[config.mk]
export PLATFORM = sky130hd
export DESIGN_NAME = pid_reloc_unit
export DESIGN_NICKNAME = d
export VERILOG_FILES = /design/src/rtl/pid_reloc_pkg.sv /design/src/rtl/pid_id_ctrl.sv /design/src/rtl/pid_addr_map.sv /design/src/rtl/pid_rd_port.sv /design/src/rtl/pid_reloc_unit.sv
export SDC_FILE = /design/constraint.sdc
export NUM_CORES = 1
export LEC_CHECK = 0
export ABC_AREA = 0
export ABC_CLOCK_PERIOD_IN_PS = 2300
export BUFFER_PORTS_ARGS = -buffer_cell sky130_fd_sc_hd__buf_2
export CAP_MARGIN = 20
export CORE_AREA = 2 2 76 78
export CTS_BUF_LIST = sky130_fd_sc_hd__clkbuf_8
export CTS_CLUSTER_DIAMETER = 40
export CTS_CLUSTER_SIZE = 25
export DETAILED_ROUTE_END_ITERATION = 6
export DIE_AREA = 0 0 78 80
export PLACE_DENSITY = 0.74
export SYNTH_ARGS = -nofsm -noshare
export SYNTH_HDL_FRONTEND = slang
export SYNTH_SLANG_ARGS = --single-unit
[constraint.sdc]
create_clock -name clk -period 2.3 [get_ports clk]
set_clock_uncertainty 0.05 [all_clocks]
set_input_delay 0.23 -clock clk [delete_from_list [all_inputs] [get_ports clk]]
set_output_delay 0.23 -clock clk [all_outputs]
set_load 0.005 [all_outputs]
[src/rtl/pid_reloc_pkg.sv]
package pid_reloc_pkg;

   typedef enum logic {
      UPD_IDLE = 1'b0,
      UPD_WAIT = 1'b1
   } upd_state_e;

   function automatic int unsigned cnt_bits(input int unsigned lag);
      int unsigned w;
      w = 1;
      while ((1 << w) <= lag) w++;
      return w;
   endfunction

endpackage

[src/rtl/pid_id_ctrl.sv]
module pid_id_ctrl
   import pid_reloc_pkg::*;
#(
   parameter int unsigned PID_W     = 7,
   parameter int unsigned FETCH_LAG = 2
) (
   input  logic             clk,
   input  logic             rst_n,
   input  logic             wr_en,
   input  logic [PID_W-1:0] wr_id,
   input  logic             fetch_stb,
   output logic [PID_W-1:0] eff_id,
   output logic [PID_W-1:0] prog_id
);

   localparam int unsigned CNT_W = cnt_bits(FETCH_LAG);

   generate
      if (FETCH_LAG == 0) begin : g_direct
         logic [PID_W-1:0] id_q;

         always_ff @(posedge clk or negedge rst_n) begin
            if (!rst_n) begin
               id_q <= '0;
            end else if (wr_en) begin
               id_q <= wr_id;
            end
         end

         assign eff_id  = id_q;
         assign prog_id = id_q;
      end else begin : g_delayed
         upd_state_e       st_q;
         logic [PID_W-1:0] eff_q;
         logic [PID_W-1:0] pend_q;
         logic [CNT_W-1:0] cnt_q;
         logic             last_fetch;

         assign last_fetch = (st_q == UPD_WAIT) && fetch_stb && (cnt_q == CNT_W'(1));

         always_ff @(posedge clk or negedge rst_n) begin
            if (!rst_n) begin
               st_q   <= UPD_IDLE;
               eff_q  <= '0;
               pend_q <= '0;
               cnt_q  <= '0;
            end else if (wr_en) begin
               st_q   <= UPD_WAIT;
               pend_q <= wr_id;
               cnt_q  <= CNT_W'(FETCH_LAG);
            end else if (last_fetch) begin
               st_q  <= UPD_IDLE;
               eff_q <= pend_q;
               cnt_q <= '0;
            end else if ((st_q == UPD_WAIT) && fetch_stb) begin
               cnt_q <= cnt_q - CNT_W'(1);
            end
         end

         assign eff_id  = eff_q;
         assign prog_id = (st_q == UPD_WAIT) ? pend_q : eff_q;
      end
   endgenerate

endmodule

[src/rtl/pid_addr_map.sv]
module pid_addr_map #(
   parameter int unsigned ADDR_W = 32,
   parameter int unsigned PID_W  = 7
) (
   input  logic [PID_W-1:0]  id,
   input  logic [ADDR_W-1:0] vaddr,
   output logic [ADDR_W-1:0] paddr
);

   localparam int unsigned WIN_W = ADDR_W - PID_W;

   logic in_window;

   assign in_window = (vaddr[ADDR_W-1:WIN_W] == '0);

   always_comb begin
      paddr = vaddr;
      if (in_window) begin
         paddr[ADDR_W-1:WIN_W] = id;
      end
   end

endmodule

[src/rtl/pid_rd_port.sv]
module pid_rd_port #(
   parameter int unsigned DATA_W = 32,
   parameter int unsigned PID_W  = 7
) (
   input  logic              rd_en,
   input  logic [PID_W-1:0]  id,
   output logic [DATA_W-1:0] rdata
);

   localparam int unsigned PAD_W = DATA_W - PID_W;

   assign rdata = rd_en ? {id, {PAD_W{1'b0}}} : '0;

endmodule

[src/rtl/pid_reloc_unit.sv]
module pid_reloc_unit #(
   parameter int unsigned ADDR_W    = 32,
   parameter int unsigned PID_W     = 7,
   parameter int unsigned FETCH_LAG = 2
) (
   input  logic              clk,
   input  logic              rst_n,
   input  logic              reg_wr,
   input  logic [ADDR_W-1:0] reg_wdata,
   input  logic              reg_rd,
   output logic [ADDR_W-1:0] reg_rdata,
   input  logic              if_req,
   input  logic [ADDR_W-1:0] if_vaddr,
   output logic [ADDR_W-1:0] if_paddr,
   input  logic [ADDR_W-1:0] dt_vaddr,
   output logic [ADDR_W-1:0] dt_paddr
);

   localparam int unsigned WIN_W = ADDR_W - PID_W;

   generate
      if (PID_W < 1 || PID_W >= ADDR_W) begin : g_bad_pid_w
         $error("pid_reloc_unit: PID_W must be between 1 and ADDR_W-1");
      end
      if (FETCH_LAG > 15) begin : g_bad_lag
         $error("pid_reloc_unit: FETCH_LAG out of supported range");
      end
   endgenerate

   logic [PID_W-1:0] eff_id;
   logic [PID_W-1:0] prog_id;

   pid_id_ctrl #(
      .PID_W     (PID_W),
      .FETCH_LAG (FETCH_LAG)
   ) u_ctrl (
      .clk       (clk),
      .rst_n     (rst_n),
      .wr_en     (reg_wr),
      .wr_id     (reg_wdata[ADDR_W-1:WIN_W]),
      .fetch_stb (if_req),
      .eff_id    (eff_id),
      .prog_id   (prog_id)
   );

   pid_addr_map #(
      .ADDR_W (ADDR_W),
      .PID_W  (PID_W)
   ) u_map_if (
      .id    (eff_id),
      .vaddr (if_vaddr),
      .paddr (if_paddr)
   );

   pid_addr_map #(
      .ADDR_W (ADDR_W),
      .PID_W  (PID_W)
   ) u_map_dt (
      .id    (eff_id),
      .vaddr (dt_vaddr),
      .paddr (dt_paddr)
   );

   pid_rd_port #(
      .DATA_W (ADDR_W),
      .PID_W  (PID_W)
   ) u_rd (
      .rd_en (reg_rd),
      .id    (prog_id),
      .rdata (reg_rdata)
   );

endmodule

==> impl_metrics.tcl, run 1 <==
set metrics [dict create \
    outcome "completed" \
    yosys.area_share.simple_pct 8.74 \
    drc_errors 0 \
    coreArea_um2 5410 \
    pwr-share-clk_pct 26.9 \
    holdCritPathClass "primary input to flop" \
    met1_usage_pct 13.0 \
    grt_setup_unrepaired "no" \
    power_density_nw_per_um2 552 \
    criticalPathCategory "flop to output port" \
    cts_buffers 3 \
    placed_area_um2 1420 \
    top_usage_layer "met2" \
    grtUsageMet3_pct 5.32 \
    max_cap_violations 0 \
    fin_cells 239 \
    die_area_um2 6240 \
    wire_per_inst_um 15.4 \
    vias 1031 \
    power.internal_uw 569 \
    min_to "u_ctrl.g_delayed.pend_q[6]" \
    synth_fa_ha_area_share_pct 0.787 \
    syn_inst 168 \
    synth_edf_count 0 \
    place_inst 233 \
    ys_seq_area_share_pct 26.8 \
    synth_top_family_by_area "buffers and inverters" \
    finalMaxSlewViolations 0 \
    finalHoldViolCount 0 \
    io_buffers 46 \
    cts-root-buf "clkbuf_8" \
    clk_pin_slew_ns 0.06 \
    grt_pass1_wl_um 5490 \
    gp_congestion 0.720 \
    ys_warn_count 0 \
    min_from "reg_wdata[31]" \
    synthMuxAreaShare_pct 14.3 \
    r2r-end "u_ctrl.eff_id[4]" \
    syn-cell-area_um2 1590 \
    dpl_worst_slack_ns 0.674 \
    combPwrFrac_pct 22.4 \
    grt_use_total_pct 11.9 \
    tightest_slew_ns 0.625 \
    crit_arrival_ns 1.43 \
    post_cts_buffers 0 \
    reg2regPathDepth 2 \
    cts-htree-levels 1 \
    slew_headroom_pct 58.0 \
    grt_antenna_before_repair 2 \
    synth_xor_area_share_pct 0 \
    routed_via_density 4.31 \
    initialDrtViolationCount 15 \
    grt_max_degree 18 \
    nets 269 \
    first_pass_iters 4 \
    cp-start-kind "flop" \
    synth_cell_types 23 \
    holdWs_ns 0.152 \
    max_freq_ghz 0.586 \
    cts.path.max_buffers 2 \
    dpl.hpwl_um 3010 \
    layout_setup_ws_ns 0.593 \
    avgSynthCellArea_um2 9.46 \
    syn_to_final_growth_pct -6.77 \
    grt_pass1_vias 1044 \
    end_kind "output port" \
    r2r_start "u_ctrl.g_delayed.st_q" \
    nFillCells 602 \
    cts_tree "built" \
    seq_power_share_pct 50.7 \
    fin_crit_ns 1.71 \
    fin_crit_sh_pct 74.2 \
    swShare_pct 30.3 \
    design_area_um2 1480 \
    fp-row-count 27 \
    cts.sinks 17 \
    wl_um 3680 \
    die_x_um 78 \
    reg2reg_slack_ns 0.82 \
    final_antenna_net_count 0 \
    drive_gt1_share_pct 42.2 \
    num_io_pins 197 \
    die_h_um 80 \
    async_flop_share_pct 100 \
    grt_use_met2_pct 17.8 \
    p_leak_nw 0.833 \
    ir_drop_mv 0.330 \
    tns_ns 0 \
    crit_required_ns 2.02 \
    overflow 0 \
    switchingPower_uw 248 \
    critPathMaxFanout 13 \
    hold_depth 2 \
    ys.flop_type "dfrtp_1" \
    clkLatencyLatePin_ns 0.26 \
    setup_viol 0 \
    synth-compound-area-share_pct 10.8 \
    initial_utilization_pct 29.4 \
    synth-seq-cells 17 \
]
==> synth_stat cells, drive strengths merged (2+ instances only) <==
library cell	number	share of area (%)
nor2b	7	2.8
nor2	9	2.1
mux2i	7	4.4
nor3	2	0.63
dfrtp	17	27
buf	77	36
inv	9	2.1
a41o	8	5.0
nor4	2	0.79
mux2	14	9.9
a31o	5	2.8
==> power by group through the flow <==
stage               clock network [mW]  logic, mW  registers [mW]
floorplan                            0      0.215           0.387
global placement                     0      0.176           0.417
detailed placement                   0      0.184           0.424
CTS                              0.229      0.186           0.418
global route                     0.239      0.208           0.427
finish                           0.220      0.183           0.414
==> critical path, cell delays in order, from the launching register on <==
cell and delay, ns:
dfrtp_1 0.73, mux2i_1 0.25, nor2b_1 0.07, buf_2 0.12
==> flip-flops by register name, indices dropped and copies added, names as in the netlist <==
name,count
u_ctrl.g_delayed.cnt_q,2
u_ctrl.g_delayed.st_q,1
u_ctrl.g_delayed.pend_q,7
u_ctrl.eff_id,7
==> metrics by stage <==
stage	total power [mW]	utilization [%]
2_1_floorplan	0.602	-
3_3_place_gp	0.593	26.3
3_5_place_dp	0.607	26.3
4_1_cts	0.833	27.4
5_1_grt	0.873	27.4
6_report	0.817	27.4
==> area by class of cell <==
type | count | area [µm²] | area share [%]
Multi-Input combinational cell | 89 | 644 | 43.5
Inverter | 9 | 33.8 | 2.28
Clock buffer | 3 | 41.3 | 2.79
Sequential cell | 17 | 425 | 28.7
Clock inverter | 1 | 3.75 | 0.253
Tap cell | 72 | 90.1 | 6.08
Antenna cell | 1 | 2.50 | 0.169
Timing Repair Buffer | 47 | 240 | 16.2
==> how the worst max path moves through the flow <==
stage,slack [ns],to,start,cells after the start
floorplan,1.08,u_ctrl.eff_id[0],u_ctrl.g_delayed.cnt_q[0],3
global placement,0.68,dt_paddr[31],dt_vaddr[29],4
detailed placement,0.67,dt_paddr[31],dt_vaddr[29],4
CTS,0.57,reg_rdata[31],u_ctrl.g_delayed.st_q,3
global route,0.46,reg_rdata[31],u_ctrl.g_delayed.st_q,3
finish,0.59,reg_rdata[26],u_ctrl.g_delayed.st_q,3
==> layout by cell type, fill, tap and decap left out <==
cell	count
nand4b_4	1
a21bo_2	1
dfrtp_1	17
ha_1	1
dlygate4sd3_1	1
mux2_2	14
nor2_1	9
clkbuf_8	3
a21oi_1	1
nor3b_1	1
nor4_1	2
mux2i_1	7
a41o_1	8
a31o_2	5
a311o_1	1
nor2b_1	7
diode_2	1
o21a_1	1
buf_2	46
a21boi_0	1
nor3_1	2
a21o_1	1
inv_1	10
conb_1	25
nand3b_1	1
==> layer usage <==
metal | up-vias | share of wire (%)
met4 | 2 | 5.5
met1 | 481 | 37
met5 | - | 0.30
met3 | 20 | 12
li1 | 464 | -
met2 | 64 | 45
==> kinds of logic after synthesis <==
| logic type | Yosys count |
|---|---|
| flops | 17 |
| mux | 21 |
| simple gates | 23 |
| buf+inv | 86 |
| fa+ha+maj | 1 |
| other cells | 1 |
| compound gates | 19 |
==> what timing repair did <==
item / CTS / global route
hold endpoints to repair: 17 / 0
hold buffers: 1 / 0
gates resized for setup: 0 / 0
No activity file was read; power rests on OpenSTA's default activity.
==> run 2, diff against run 1 <==
--- a/config.mk
+++ b/config.mk
@@ -6,7 +6,7 @@
 export NUM_CORES = 1
 export LEC_CHECK = 0
 export ABC_AREA = 0
-export ABC_CLOCK_PERIOD_IN_PS = 2300
+export ABC_CLOCK_PERIOD_IN_PS = 1800
 export BUFFER_PORTS_ARGS = -buffer_cell sky130_fd_sc_hd__buf_2
 export CAP_MARGIN = 20
 export CORE_AREA = 2 2 76 78
==> constraint.sdc (replaced) <==
create_clock -name clk -period 1.8 [get_ports clk]
set_clock_uncertainty 0.05 [all_clocks]
set_input_delay 0.18 -clock clk [delete_from_list [all_inputs] [get_ports clk]]
set_output_delay 0.18 -clock clk [all_outputs]
set_load 0.005 [all_outputs]
==> impl_metrics.tcl, run 2 (synthesis results as in run 1) <==
set metrics [dict create \
    dpl.hpwl_um 3000 \
    crit_arrival_ns 1.44 \
    drive_gt1_share_pct 43.1 \
    fin_cells 240 \
    first_pass_iters 4 \
    overflow 0 \
    die_h_um 80 \
    max_cap_violations 0 \
    io_buffers 46 \
    die_x_um 78 \
    max_freq_ghz 0.599 \
    cts_tree "built" \
    wl_met2_um 1610 \
    grt_setup_unrepaired "no" \
    syn_to_final_growth_pct -6.22 \
    fp-row-count 27 \
    cp-start-kind "flop" \
    p_leak_nw 0.837 \
    highest_layer "met4" \
    tns_ns 0 \
    slew_headroom_pct 59.3 \
    post-route-util_pct 27.6 \
    met3_length_um 393 \
    ctsResizeCount 0 \
    grt_use_total_pct 11.4 \
    tightest_slew_ns 0.611 \
    clk_pin_slew_ns 0.07 \
    final_antenna_net_count 0 \
    die_area_um2 6240 \
    gp_congestion 0.721 \
    wl_um 3670 \
    crit_required_ns 1.57 \
    cts_buffers 3 \
    nets 270 \
    initial_utilization_pct 29.4 \
    grt_pass1_wl_um 5350 \
    initialDrtViolationCount 36 \
    cp_cell_sequence "mux2i_1 > nor2b_1 > buf_2" \
    coreArea_um2 5410 \
    vias 1042 \
    grt_pass1_vias 998 \
    grt_max_degree 18 \
    end_kind "output port" \
    wire_per_inst_um 15.3 \
    num_io_pins 197 \
    ir_drop_mv 0.444 \
    outcome "completed" \
    cts.sinks 17 \
    fin_crit_sh_pct 92.7 \
    finalMaxSlewViolations 0 \
    place_inst 234 \
    finalHoldViolCount 0 \
    cts.path.max_buffers 2 \
    cts-htree-levels 1 \
    holdCritPathClass "primary input to flop" \
    grt_antenna_before_repair 2 \
    routed_via_density 4.34 \
    critPathMaxFanout 13 \
    slowest_stage "dfrtp_1" \
    drc_errors 0 \
    clkLatencyLatePin_ns 0.25 \
    criticalPathCategory "flop to output port" \
    holdWs_ns 0.103 \
    layout.cells.most_common "buf_2" \
    cts-root-buf "clkbuf_8" \
    setup_viol 0 \
    fin_crit_ns 1.67 \
    critical-path-max-stage-delay_ns 0.73 \
    wl_met1_um 1490 \
    power_density_nw_per_um2 703 \
    final_cell_mix "buf_2, conb_1, dfrtp_1, mux2_2" \
]
==> run 2: worst max-delay path, delay by kind of cell (launching register included) <==
family | cells | cell delay, ns
flip-flops | 1 | 0.73
multiplexers | 1 | 0.26
AND/OR/NAND/NOR | 1 | 0.07
buffers and inverters | 1 | 0.12
==> run 2: through the flow <==
stage / worst slack, ns / total power, mW / instance area, µm²
2_1_floorplan: 0.579 / 0.769 / 1680
3_3_place_gp: 0.343 / 0.758 / 1430
3_5_place_dp: 0.313 / 0.771 / 1430
4_1_cts: 0.114 / 1.06 / 1490
5_1_grt: 0.0167 / 1.11 / 1490
6_report: 0.132 / 1.05 / 1490
==> run 2: power by group <==
part	internal (mW)	switching, mW	leakage [nW]
clock	0.154	0.131	0.0255
combinational	0.130	0.106	0.607
sequential	0.446	0.0805	0.205
total	0.730	0.318	0.837
==> run 2: path summary, 6_finish.rpt <==
| kind | start | to | slack (ns) | depth (start not counted) |
|---|---|---|---|---|
| setup / recovery | u_ctrl.g_delayed.st_q | reg_rdata[28] | 0.13 | 3 |
| hold / removal | reg_wdata[30] | u_ctrl.g_delayed.pend_q[5] | 0.10 | 2 |
| setup reg to reg | u_ctrl.g_delayed.st_q | u_ctrl.eff_id[4] | 0.31 | 2 |
| hold reg to reg | u_ctrl.g_delayed.pend_q[1] | u_ctrl.g_delayed.pend_q[1] | 0.48 | 1 |
| max in group asynchronous | rst_n | u_ctrl.eff_id[6] | 1.09 | 2 |
| min in group asynchronous | rst_n | u_ctrl.g_delayed.pend_q[5] | 0.33 | 2 |
==> run 2: per-layer routing <==
layer / track usage [%] / up-vias
met2: 16.8 / 66
met1: 13.5 / 489
li1: - / 469
met5: 0 / -
met4: 7.37 / 0
met3: 4.86 / 18
==> run 2: layout make-up <==
class | count | area (µm²)
Clock inverter | 1 | 5.00
Inverter | 9 | 33.8
Sequential cell | 17 | 425
Multi-Input combinational cell | 89 | 644
Tap cell | 72 | 90.1
Timing Repair Buffer | 48 | 248
Clock buffer | 3 | 41.3
Fill cell | 608 | 3920
Antenna cell | 1 | 2.50
==> run 2: what timing repair did <==
| item | 4_1_cts | 5_1_grt |
|---|---|---|
| setup buffers | 0 | 0 |
| hold buffers | 1 | 0 |
| hold endpoints to repair | 17 | 0 |
==> run 3, diff against run 2 <==
--- a/config.mk
+++ b/config.mk
@@ -15,7 +15,7 @@
 export CTS_CLUSTER_SIZE = 25
 export DETAILED_ROUTE_END_ITERATION = 6
 export DIE_AREA = 0 0 78 80
-export PLACE_DENSITY = 0.74
+export PLACE_DENSITY_LB_ADDON = 0.15
 export SYNTH_ARGS = -nofsm -noshare
 export SYNTH_HDL_FRONTEND = slang
 export SYNTH_SLANG_ARGS = --single-unit
==> impl_metrics.tcl, run 3 (synthesis results as in run 1) <==
set metrics [dict create \
    holdWs_ns 0.107 \
    reg2reg_slack_ns 0.30 \
    setup_viol 0 \
    wl_um 3340 \
    layout_setup_ws_ns 0.109 \
    overflow 0 \
    grt_use_met2_pct 17.0 \
    io_buffers 46 \
    routed_via_density 4.29 \
    gp_congestion 0.662 \
    nets 270 \
    coreArea_um2 5410 \
    wire_per_inst_um 14.0 \
    num_io_pins 197 \
    antennaDiodeCount 0 \
    cts_buffers 3 \
    grt_use_total_pct 10.2 \
    grt_setup_unrepaired "no" \
    die_x_um 78 \
    first_pass_iters 4 \
    outcome "completed" \
    max_cap_violations 0 \
    power_density_nw_per_um2 700 \
    crit_required_ns 1.57 \
    cts.sinks 17 \
    cp-start-kind "flop" \
    max_freq_ghz 0.591 \
    fp-row-count 27 \
    top_usage_layer "met2" \
    p_leak_nw 0.833 \
    ir_drop_mv 0.392 \
    grt_max_degree 18 \
    grt_pass1_wl_um 5050 \
    drive_gt1_share_pct 43.1 \
    layout.cells.most_common "buf_2" \
    grtUsageMet3_pct 2.38 \
    fin_crit_ns 1.69 \
    slew_headroom_pct 58.0 \
    drc_errors 0 \
    initial_utilization_pct 29.4 \
    critPathMaxFanout 13 \
    finalHoldViolCount 0 \
    die_area_um2 6240 \
    holdCritPathClass "primary input to flop" \
    die_h_um 80 \
    cts_tree "built" \
    cts-htree-levels 1 \
    ctsHoldBuffers 1 \
    final_cell_mix "buf_2, conb_1, dfrtp_1, mux2_2" \
    tightest_slew_ns 0.629 \
    dpl.hpwl_um 2740 \
    post_cts_buffers 0 \
    placed_area_um2 1430 \
    grt_antenna_before_repair 0 \
    ctsResizeCount 0 \
    vias 1026 \
    cts.path.max_buffers 2 \
    grt_pass1_vias 1039 \
    tns_ns 0 \
    end_kind "output port" \
    clkLatencyLatePin_ns 0.25 \
    initialDrtViolationCount 9 \
    final_antenna_net_count 0 \
    criticalPathCategory "flop to output port" \
    crit_arrival_ns 1.46 \
    design_area_um2 1490 \
    cts-root-buf "clkbuf_8" \
    fin_crit_sh_pct 93.9 \
    clk_pin_slew_ns 0.07 \
    dpl_worst_slack_ns 0.275 \
    syn_to_final_growth_pct -6.22 \
    met1_usage_pct 12.2 \
    finalMaxSlewViolations 0 \
]
-- run 3: cell types whose count changed in the layout (fill, tap and decap cells not counted) --
| cell | change |
|---|---|
| clkinv_2 | -1 |
| clkinvlp_4 | +1 |
| diode_2 | -1 |
-- run 3: through the flow --
step           std cells  power, mW  util, %
6_report             239       1.04     27.6
5_1_grt              239       1.12     27.6
4_1_cts              239       1.06     27.6
3_5_place_dp         234      0.766     26.5
3_3_place_gp         234      0.757     26.5
2_1_floorplan        192      0.769        -
-- run 3: per-layer routing --
metal  vias up  routed length (µm)
met4         0                 119
met5         -                   0
met1       485                1290
met3        22                 273
met2        49                1650
li1        470                   -
-- run 3: layout make-up --
| class | instances | area (µm²) |
|---|---|---|
| Clock inverter | 1 | 7.51 |
| Fill cell | 605 | 3920 |
| Inverter | 9 | 33.8 |
| Tap cell | 72 | 90.1 |
| Multi-Input combinational cell | 89 | 644 |
| Timing Repair Buffer | 48 | 248 |
| Clock buffer | 3 | 41.3 |
| Sequential cell | 17 | 425 |
-- run 3: worst max-delay path: stages, from the launching register on --
cell and delay, ns:
dfrtp_1 0.75, mux2i_1 0.27, nor2b_1 0.06, buf_2 0.12
-- run 3: final timing paths --
check / startpoint / endpoint / cells after the start
min in group asynchronous: rst_n / u_ctrl.eff_id[4] / 2
max in group asynchronous: rst_n / u_ctrl.g_delayed.pend_q[6] / 2
worst max register to register: u_ctrl.g_delayed.st_q / u_ctrl.eff_id[5] / 2
worst min-delay path: reg_wdata[26] / u_ctrl.g_delayed.pend_q[1] / 2
worst max-delay path: u_ctrl.g_delayed.st_q / reg_rdata[26] / 3
worst min register to register: u_ctrl.g_delayed.pend_q[1] / u_ctrl.eff_id[1] / 1
-- run 3: power breakdown --
| group | switching (mW) | internal, mW | total (mW) |
|---|---|---|---|
| Clock | 0.133 | 0.156 | 0.288 |
| Combinational | 0.104 | 0.130 | 0.234 |
| Sequential | 0.0751 | 0.446 | 0.521 |
